<file path="config.mk">
export PLATFORM = sky130hd
export DESIGN_NAME = drq_converter
export DESIGN_NICKNAME = d
export VERILOG_FILES = /design/src/rtl/drq_pkg.sv /design/src/rtl/drq_mix_digit.sv /design/src/rtl/drq_split_digit.sv /design/src/rtl/drq_out_stage.sv /design/src/rtl/drq_converter.sv
export SDC_FILE = /design/constraint.sdc
export NUM_CORES = 1
export LEC_CHECK = 0
export BUFFER_PORTS_ARGS = -buffer_cell sky130_fd_sc_hd__buf_4
export CORE_UTILIZATION = 51
export CTS_BUF_LIST = sky130_fd_sc_hd__clkbuf_16
export CTS_CLUSTER_SIZE = 20
export DETAILED_ROUTE_END_ITERATION = 6
export GPL_ROUTABILITY_DRIVEN = 1
export PLACE_DENSITY = 0.79
export SYNTH_ARGS = -nofsm -noshare
export SYNTH_HDL_FRONTEND = slang
export SYNTH_HIERARCHICAL = 1
export SYNTH_SLANG_ARGS = --single-unit
</file>
<file path="constraint.sdc">
create_clock -name clk -period 1.7 [get_ports clk]
set_input_delay 0.34 -clock clk [delete_from_list [all_inputs] [get_ports clk]]
set_output_delay 0.34 -clock clk [all_outputs]
set_load 0.005 [all_outputs]
</file>
<file path="src/rtl/drq_pkg.sv">
package drq_pkg;

  typedef logic [1:0] rail_pair_t;
  typedef logic [3:0] quad_t;

  localparam rail_pair_t PAIR_SPACER = 2'b00;
  localparam rail_pair_t PAIR_ZERO   = 2'b01;
  localparam rail_pair_t PAIR_ONE    = 2'b10;
  localparam quad_t      QUAD_SPACER = 4'b0000;

  function automatic logic pair_is_data(input rail_pair_t p);
    return (p == PAIR_ZERO) || (p == PAIR_ONE);
  endfunction

  function automatic logic pair_is_bad(input rail_pair_t p);
    return p == 2'b11;
  endfunction

  function automatic quad_t pairs_to_quad(input rail_pair_t hi, input rail_pair_t lo);
    return quad_t'(4'b0001 << {hi[1], lo[1]});
  endfunction

  function automatic logic quad_multi(input quad_t q);
    return (q & (q - 4'd1)) != 4'd0;
  endfunction

  function automatic rail_pair_t bit_to_pair(input logic b);
    return b ? PAIR_ONE : PAIR_ZERO;
  endfunction

endpackage

</file>
<file path="src/rtl/drq_mix_digit.sv">
module drq_mix_digit
  import drq_pkg::*;
(
  input  logic       clk,
  input  logic       rst_n,
  input  rail_pair_t hi_i,
  input  rail_pair_t lo_i,
  output quad_t      q_o,
  output logic       err_o
);

  quad_t hold_q;
  logic  both_data;
  logic  both_spacer;

  assign both_data   = pair_is_data(hi_i) && pair_is_data(lo_i);
  assign both_spacer = (hi_i == PAIR_SPACER) && (lo_i == PAIR_SPACER);
  assign err_o       = pair_is_bad(hi_i) || pair_is_bad(lo_i);

  always_comb begin
    if (both_data)        q_o = pairs_to_quad(hi_i, lo_i);
    else if (both_spacer) q_o = QUAD_SPACER;
    else                  q_o = hold_q;
  end

  always_ff @(posedge clk or negedge rst_n) begin
    if (!rst_n) hold_q <= QUAD_SPACER;
    else        hold_q <= q_o;
  end

  AST_MIX_ONEHOT: assert property (@(posedge clk) disable iff (!rst_n)
    $onehot0(q_o));
  AST_MIX_WAIT_BOTH: assert property (@(posedge clk) disable iff (!rst_n)
    (hold_q == QUAD_SPACER && !both_data) |-> q_o == QUAD_SPACER);
  AST_MIX_HOLD_DATA: assert property (@(posedge clk) disable iff (!rst_n)
    (hold_q != QUAD_SPACER && !both_spacer) |-> q_o == hold_q);
  AST_MIX_STATE_FOLLOWS: assert property (@(posedge clk) disable iff (!rst_n)
    (q_o != QUAD_SPACER) |=> hold_q == $past(q_o));

endmodule

</file>
<file path="src/rtl/drq_split_digit.sv">
module drq_split_digit
  import drq_pkg::*;
(
  input  logic       clk,
  input  logic       rst_n,
  input  quad_t      q_i,
  output rail_pair_t hi_o,
  output rail_pair_t lo_o,
  output logic       err_o
);

  always_comb begin
    unique case (q_i)
      4'b0001: begin hi_o = PAIR_ZERO; lo_o = PAIR_ZERO; end
      4'b0010: begin hi_o = PAIR_ZERO; lo_o = PAIR_ONE;  end
      4'b0100: begin hi_o = PAIR_ONE;  lo_o = PAIR_ZERO; end
      4'b1000: begin hi_o = PAIR_ONE;  lo_o = PAIR_ONE;  end
      default: begin hi_o = PAIR_SPACER; lo_o = PAIR_SPACER; end
    endcase
  end

  assign err_o = quad_multi(q_i);

  AST_SPL_SPACER: assert property (@(posedge clk) disable iff (!rst_n)
    (q_i == QUAD_SPACER) |-> (hi_o == PAIR_SPACER && lo_o == PAIR_SPACER));
  AST_SPL_NO_BAD_PAIR: assert property (@(posedge clk) disable iff (!rst_n)
    !pair_is_bad(hi_o) && !pair_is_bad(lo_o));
  AST_SPL_ERR_BLANKS: assert property (@(posedge clk) disable iff (!rst_n)
    err_o |-> (hi_o == PAIR_SPACER && lo_o == PAIR_SPACER));

endmodule

</file>
<file path="src/rtl/drq_out_stage.sv">
module drq_out_stage #(
  parameter int WIDTH   = 8,
  parameter bit REG_OUT = 1'b1
) (
  input  logic             clk,
  input  logic             rst_n,
  input  logic [WIDTH-1:0] d_i,
  output logic [WIDTH-1:0] q_o
);

  generate
    if (REG_OUT) begin : g_reg
      always_ff @(posedge clk or negedge rst_n) begin
        if (!rst_n) q_o <= '0;
        else        q_o <= d_i;
      end
      AST_STAGE_DELAY: assert property (@(posedge clk) disable iff (!rst_n)
        $rose(rst_n) or 1'b1 |=> q_o == $past(d_i));
    end else begin : g_pass
      assign q_o = d_i;
    end
  endgenerate

endmodule

</file>
<file path="src/rtl/drq_converter.sv">
module drq_converter
  import drq_pkg::*;
#(
  parameter int NUM_DIGITS = 2,
  parameter bit REG_OUT    = 1'b1
) (
  input  logic                    clk,
  input  logic                    rst_n,
  input  logic [4*NUM_DIGITS-1:0] mix_dr_i,
  output logic [4*NUM_DIGITS-1:0] mix_q_o,
  output logic                    mix_err_o,
  output logic                    mix_done_o,
  output logic                    mix_null_o,
  input  logic [4*NUM_DIGITS-1:0] spl_q_i,
  output logic [4*NUM_DIGITS-1:0] spl_dr_o,
  output logic                    spl_err_o,
  output logic                    spl_done_o,
  output logic                    spl_null_o
);

  localparam int BUS_W   = 4 * NUM_DIGITS;
  localparam int STAGE_W = 2 * BUS_W + 2;

  logic [BUS_W-1:0]      mix_q_raw;
  logic [BUS_W-1:0]      spl_dr_raw;
  logic [NUM_DIGITS-1:0] mix_err_d;
  logic [NUM_DIGITS-1:0] spl_err_d;
  logic [STAGE_W-1:0]    stage_d;
  logic [STAGE_W-1:0]    stage_q;

  for (genvar d = 0; d < NUM_DIGITS; d++) begin : g_digit
    drq_mix_digit u_mix (
      .clk   (clk),
      .rst_n (rst_n),
      .hi_i  (mix_dr_i[4*d+2 +: 2]),
      .lo_i  (mix_dr_i[4*d   +: 2]),
      .q_o   (mix_q_raw[4*d +: 4]),
      .err_o (mix_err_d[d])
    );
    drq_split_digit u_spl (
      .clk   (clk),
      .rst_n (rst_n),
      .q_i   (spl_q_i[4*d +: 4]),
      .hi_o  (spl_dr_raw[4*d+2 +: 2]),
      .lo_o  (spl_dr_raw[4*d   +: 2]),
      .err_o (spl_err_d[d])
    );
  end

  assign stage_d = {mix_q_raw, spl_dr_raw, |mix_err_d, |spl_err_d};

  drq_out_stage #(.WIDTH(STAGE_W), .REG_OUT(REG_OUT)) u_stage (
    .clk   (clk),
    .rst_n (rst_n),
    .d_i   (stage_d),
    .q_o   (stage_q)
  );

  assign {mix_q_o, spl_dr_o, mix_err_o, spl_err_o} = stage_q;

  always_comb begin
    mix_done_o = 1'b1;
    spl_done_o = 1'b1;
    for (int d = 0; d < NUM_DIGITS; d++) begin
      if (mix_q_o[4*d +: 4] == QUAD_SPACER)     mix_done_o = 1'b0;
      if (!pair_is_data(spl_dr_o[4*d+2 +: 2]) ||
          !pair_is_data(spl_dr_o[4*d +: 2]))    spl_done_o = 1'b0;
    end
  end

  assign mix_null_o = (mix_q_o == '0);
  assign spl_null_o = (spl_dr_o == '0);

  AST_MIX_FLAGS_EXCL: assert property (@(posedge clk) disable iff (!rst_n)
    !(mix_done_o && mix_null_o));
  AST_SPL_FLAGS_EXCL: assert property (@(posedge clk) disable iff (!rst_n)
    !(spl_done_o && spl_null_o));
  AST_MIX_OUT_ONEHOT: assert property (@(posedge clk) disable iff (!rst_n)
    mix_done_o |-> ($countones(mix_q_o) == NUM_DIGITS));

endmodule

</file>
==> metrics.txt <==
# TYPE chip_impl_metric gauge
chip_impl_info{name="timing.critical_path.to_type",value="primary output"} 1
chip_impl_metric{name="finalMaxSlewViolations",unit=""} 0
chip_impl_metric{name="ys_ff_latch",unit=""} 26
chip_impl_metric{name="synthArstFlopShare",unit=""} 1.000
chip_impl_metric{name="wl_per_cell",unit="µm"} 13.05
chip_impl_metric{name="powerDensity",unit="mW/mm²"} 938.6
chip_impl_metric{name="yosys.area.top_type_share",unit=""} 0.4719
chip_impl_info{name="worst_r2r_endpoint",value="g_digit[1].u_mix/hold_q[1]"} 1
chip_impl_metric{name="syn2layout_area_growth",unit="%"} 25.41
chip_impl_info{name="outcome",value="finished, violations left"} 1
chip_impl_metric{name="final.min_clock_period",unit="ns"} 1.799
chip_impl_metric{name="wire_length_of_the_first_global_routing_pass",unit="mm"} 3.657
chip_impl_metric{name="final_nets",unit=""} 180
chip_impl_info{name="violated_checks",value="negative setup slack"} 1
chip_impl_metric{name="final_critical_path_setup_slack",unit="ns"} -0.09852
chip_impl_metric{name="cts-root-to-sink-buffers",unit=""} 2
chip_impl_info{name="min-delay-path-class",value="input pin to flip-flop"} 1
chip_impl_metric{name="multiInputGateArea",unit="µm²"} 573.1
chip_impl_metric{name="synth.yosys.seq_area_share",unit=""} 0.4719
chip_impl_metric{name="maxCapViolations",unit=""} 0
chip_impl_metric{name="maximum_level_of_the_cts_h_tree",unit=""} 1
chip_impl_metric{name="slew_hr",unit=""} 0.7916
chip_impl_info{name="slowest_stage",value="sky130_fd_sc_hd__or4_4"} 1
chip_impl_metric{name="clk_pin_slew_worst_paths",unit="ns"} 0.06
chip_impl_metric{name="synth_edf_count",unit=""} 0
chip_impl_metric{name="dp_slack",unit="ns"} 0.1364
chip_impl_metric{name="grt_usage",unit=""} 0.1825
chip_impl_metric{name="chipWidth",unit="µm"} 54.00
chip_impl_metric{name="layout.area.seq",unit="µm²"} 650.6
chip_impl_metric{name="actual_transition_at_the_worst_max_transition_pin",unit="ns"} 0.3126
chip_impl_metric{name="ant_nets",unit=""} 0
chip_impl_metric{name="grt_antenna_before_repair",unit=""} 0
chip_impl_metric{name="fin_total_pwr",unit="W"} 0.001623
chip_impl_metric{name="worst_case_register_to_register_setup_slack",unit="ns"} 0.98
chip_impl_metric{name="initial_core_util",unit=""} 0.5466
chip_impl_metric{name="worstRegToRegCells",unit=""} 1
chip_impl_metric{name="worstPathArrival",unit="ns"} 1.46
chip_impl_info{name="worst_setup_path_endpoint",value="mix_done_o"} 1
chip_impl_info{name="worstSetupStartpoint",value="u_stage/q_o[16]"} 1
chip_impl_info{name="yosys.area.top_type",value="sky130_fd_sc_hd__dfrtp_1"} 1
chip_impl_metric{name="vdd_drop_max",unit="mV"} 0.5937
chip_impl_metric{name="core",unit="mm²"} 0.002522
chip_impl_info{name="criticalPathCategory",value="flip-flop to primary output"} 1
chip_impl_metric{name="dp_hpwl",unit="mm"} 1.878
chip_impl_metric{name="final.fill_count",unit=""} 197
chip_impl_metric{name="fmaxAchievable",unit="MHz"} 556.0
chip_impl_metric{name="worst-path-max-fanout",unit=""} 2
chip_impl_info{name="setup_repair_after_global_routing_missed_its_margin",value="true"} 1
chip_impl_info{name="worstPathCellList",value="or4_4 > and2_4 > buf_6"} 1
chip_impl_metric{name="postSynthAreaPerCell",unit="µm²"} 12.31
chip_impl_metric{name="routed_wl",unit="mm"} 2.336
chip_impl_metric{name="leakagePower",unit="nW"} 0.8590
chip_impl_metric{name="post-route-period-util",unit=""} 1.058
chip_impl_metric{name="drt-pass1-iter-count",unit=""} 4
chip_impl_metric{name="timing.final.setup_violations",unit=""} 2
chip_impl_metric{name="globalRoute.totalOverflow",unit=""} 0
chip_impl_info{name="crit_path_start_kind",value="flip-flop"} 1
chip_impl_metric{name="port_buffers",unit=""} 39
chip_impl_metric{name="yosys_warnings",unit=""} 6
chip_impl_metric{name="synth.net_count",unit=""} 142
chip_impl_metric{name="synth_cell_type_count",unit=""} 22
chip_impl_info{name="tritoncts",value="done"} 1
chip_impl_metric{name="antenna_cells_inserted",unit=""} 0
chip_impl_metric{name="whs_path_depth",unit=""} 2
chip_impl_metric{name="drive_above_1_share",unit=""} 0.4564
chip_impl_metric{name="globalplace.congestion",unit=""} 0.8531
chip_impl_metric{name="rows",unit=""} 18
chip_impl_metric{name="skew",unit="ns"} 0.002006
chip_impl_metric{name="grt_pass1_vias",unit=""} 904
chip_impl_metric{name="die_y",unit="µm"} 54.00
chip_impl_info{name="yosys_most_used_dff",value="sky130_fd_sc_hd__dfrtp_1"} 1
chip_impl_info{name="synthTopCellsByArea",value="sky130_fd_sc_hd__dfrtp_1 (47%), sky130_fd_sc_hd__ha_1 (11%), sky130_fd_sc_hd__buf_6 (6.5%)"} 1
chip_impl_metric{name="die_area",unit="mm²"} 0.002915
chip_impl_metric{name="detailroute.via_count",unit=""} 909
chip_impl_info{name="path_delay_family",value="simple AND/OR/NAND/NOR gates"} 1
chip_impl_metric{name="syn_area",unit="mm²"} 0.001379
chip_impl_metric{name="clock_latency_at_the_later_pin_of_the_worst_skew_pair",unit="ns"} 0.26
chip_impl_metric{name="critical_path.max_stage_delay",unit="ns"} 0.54
chip_impl_metric{name="tritoncts.num_buffers",unit=""} 3
chip_impl_metric{name="hold_viol",unit=""} 0
chip_impl_metric{name="timing.critical_path.buf_inv",unit=""} 1
chip_impl_metric{name="synth_cells",unit=""} 112
chip_impl_metric{name="drt-vias-per-instance",unit=""} 5.078
chip_impl_info{name="worstReg2RegStart",value="g_digit[1].u_mix/hold_q[1]"} 1
chip_impl_info{name="cts_root_buffer",value="sky130_fd_sc_hd__clkbuf_16"} 1
chip_impl_metric{name="ioPinCount",unit=""} 40
chip_impl_metric{name="grt_start_max_net_pins",unit=""} 27
chip_impl_metric{name="drt_iter0_markers",unit=""} 2
chip_impl_metric{name="crit_cells",unit=""} 3
chip_impl_metric{name="drt_drc_violations_left",unit=""} 0
chip_impl_metric{name="crit_required",unit="ns"} 1.36
chip_impl_metric{name="cts_num_sinks",unit=""} 26
==> worst min path at each step <==
stage	startpoint	endpoint	slack, ns
floorplan	rst_n	g_digit[0].u_mix/hold_q[0]	0.04
global placement	rst_n	u_stage/q_o[1]	0.25
detailed placement	rst_n	u_stage/q_o[1]	0.26
CTS	spl_q_i[3]	u_stage/q_o[2]	0.30
global route	spl_q_i[1]	u_stage/q_o[2]	0.30
finish	spl_q_i[4]	u_stage/q_o[9]	0.30
==> Yosys cell counts, types with 3 or more instances <==
master,count
sky130_fd_sc_hd__a211oi_2,4
sky130_fd_sc_hd__buf_6,8
sky130_fd_sc_hd__dfrtp_1,26
sky130_fd_sc_hd__ha_1,12
sky130_fd_sc_hd__inv_1,20
sky130_fd_sc_hd__nor2_1,3
sky130_fd_sc_hd__nor3_2,8
sky130_fd_sc_hd__or2_2,3
sky130_fd_sc_hd__xnor2_1,8
==> metal layers <==
layer	vias to the layer above	GRT usage	wire length (µm)
met5	-	0	0
met2	28	0.3765	1338
li1	443	-	-
met4	0	0.07692	40
met3	5	0.03107	106
met1	433	0.1694	851
==> where the power goes <==
group	switching (W)	total (W)	internal, W
Clock	0.000192	0.000506	0.000314
Combinational	0.000169	0.000392	0.000223
Sequential	0.0000333	0.000725	0.000691
Total	0.000394	0.00162	0.00123
==> through the flow <==
stage | hold WS, ns | cells | TNS (ns) | instance area [µm²] | utilization
finish | 0.3012 | 179 | -0.1535 | 1729 | 0.6855
CTS | 0.3028 | 179 | -0.1508 | 1729 | 0.6855
floorplan | 0.04441 | 112 | 0 | 1379 | -
global placement | 0.2502 | 173 | 0 | 1619 | 0.6419
detailed placement | 0.2587 | 173 | 0 | 1619 | 0.6419
global route | 0.3028 | 179 | -0.1939 | 1729 | 0.6855
==> timing repair <==
action,CTS,global route
setup buffers,1,0
gates resized for setup,4,0
setup endpoints to repair,2,2
cloned,0,0
pin swaps,2,0
hold buffers,1,0
endpoints found under the hold margin,26,0
==> kinds of logic after synthesis <==
logic type | share of synthesized area
compound gates | 0.1198
xor+xnor | 0.05082
fa+ha+maj | 0.1089
buf+inv | 0.1198
flops | 0.4719
simple gates | 0.1289
==> layout by cell type (no fill, tap or decap), drive strengths merged <==
master / Yosys / layout
buf: 8 / 40
or2: 4 / 4
dlygate4sd3: 0 / 1
inv: 20 / 20
and2: 2 / 2
nor3: 8 / 8
or4: 2 / 2
nand3: 2 / 2
ha: 12 / 12
a22oi: 1 / 1
nor2: 3 / 3
o22ai: 2 / 2
clkbuf: 0 / 3
a32o: 2 / 2
o32ai: 2 / 2
a211oi: 4 / 4
o2bb2ai: 2 / 2
dfrtp: 26 / 26
and4: 2 / 2
clkinv: 0 / 1
nand2: 1 / 1
a22o: 1 / 1
xnor2: 8 / 8
==> layout make-up <==
cell class | count | area share
Tap cell | 30 | 0.02171
Clock inverter | 1 | 0.002171
Timing Repair Buffer | 41 | 0.1816
Clock buffer | 3 | 0.04342
Sequential cell | 26 | 0.3763
Inverter | 20 | 0.04342
Multi-Input combinational cell | 58 | 0.3314
==> registers in the layout, indices dropped and copies added, names as in the netlist <==
register              flops
u_stage/q_o              18
g_digit.u_mix/hold_q      8
(Power assumes the default switching activity.)
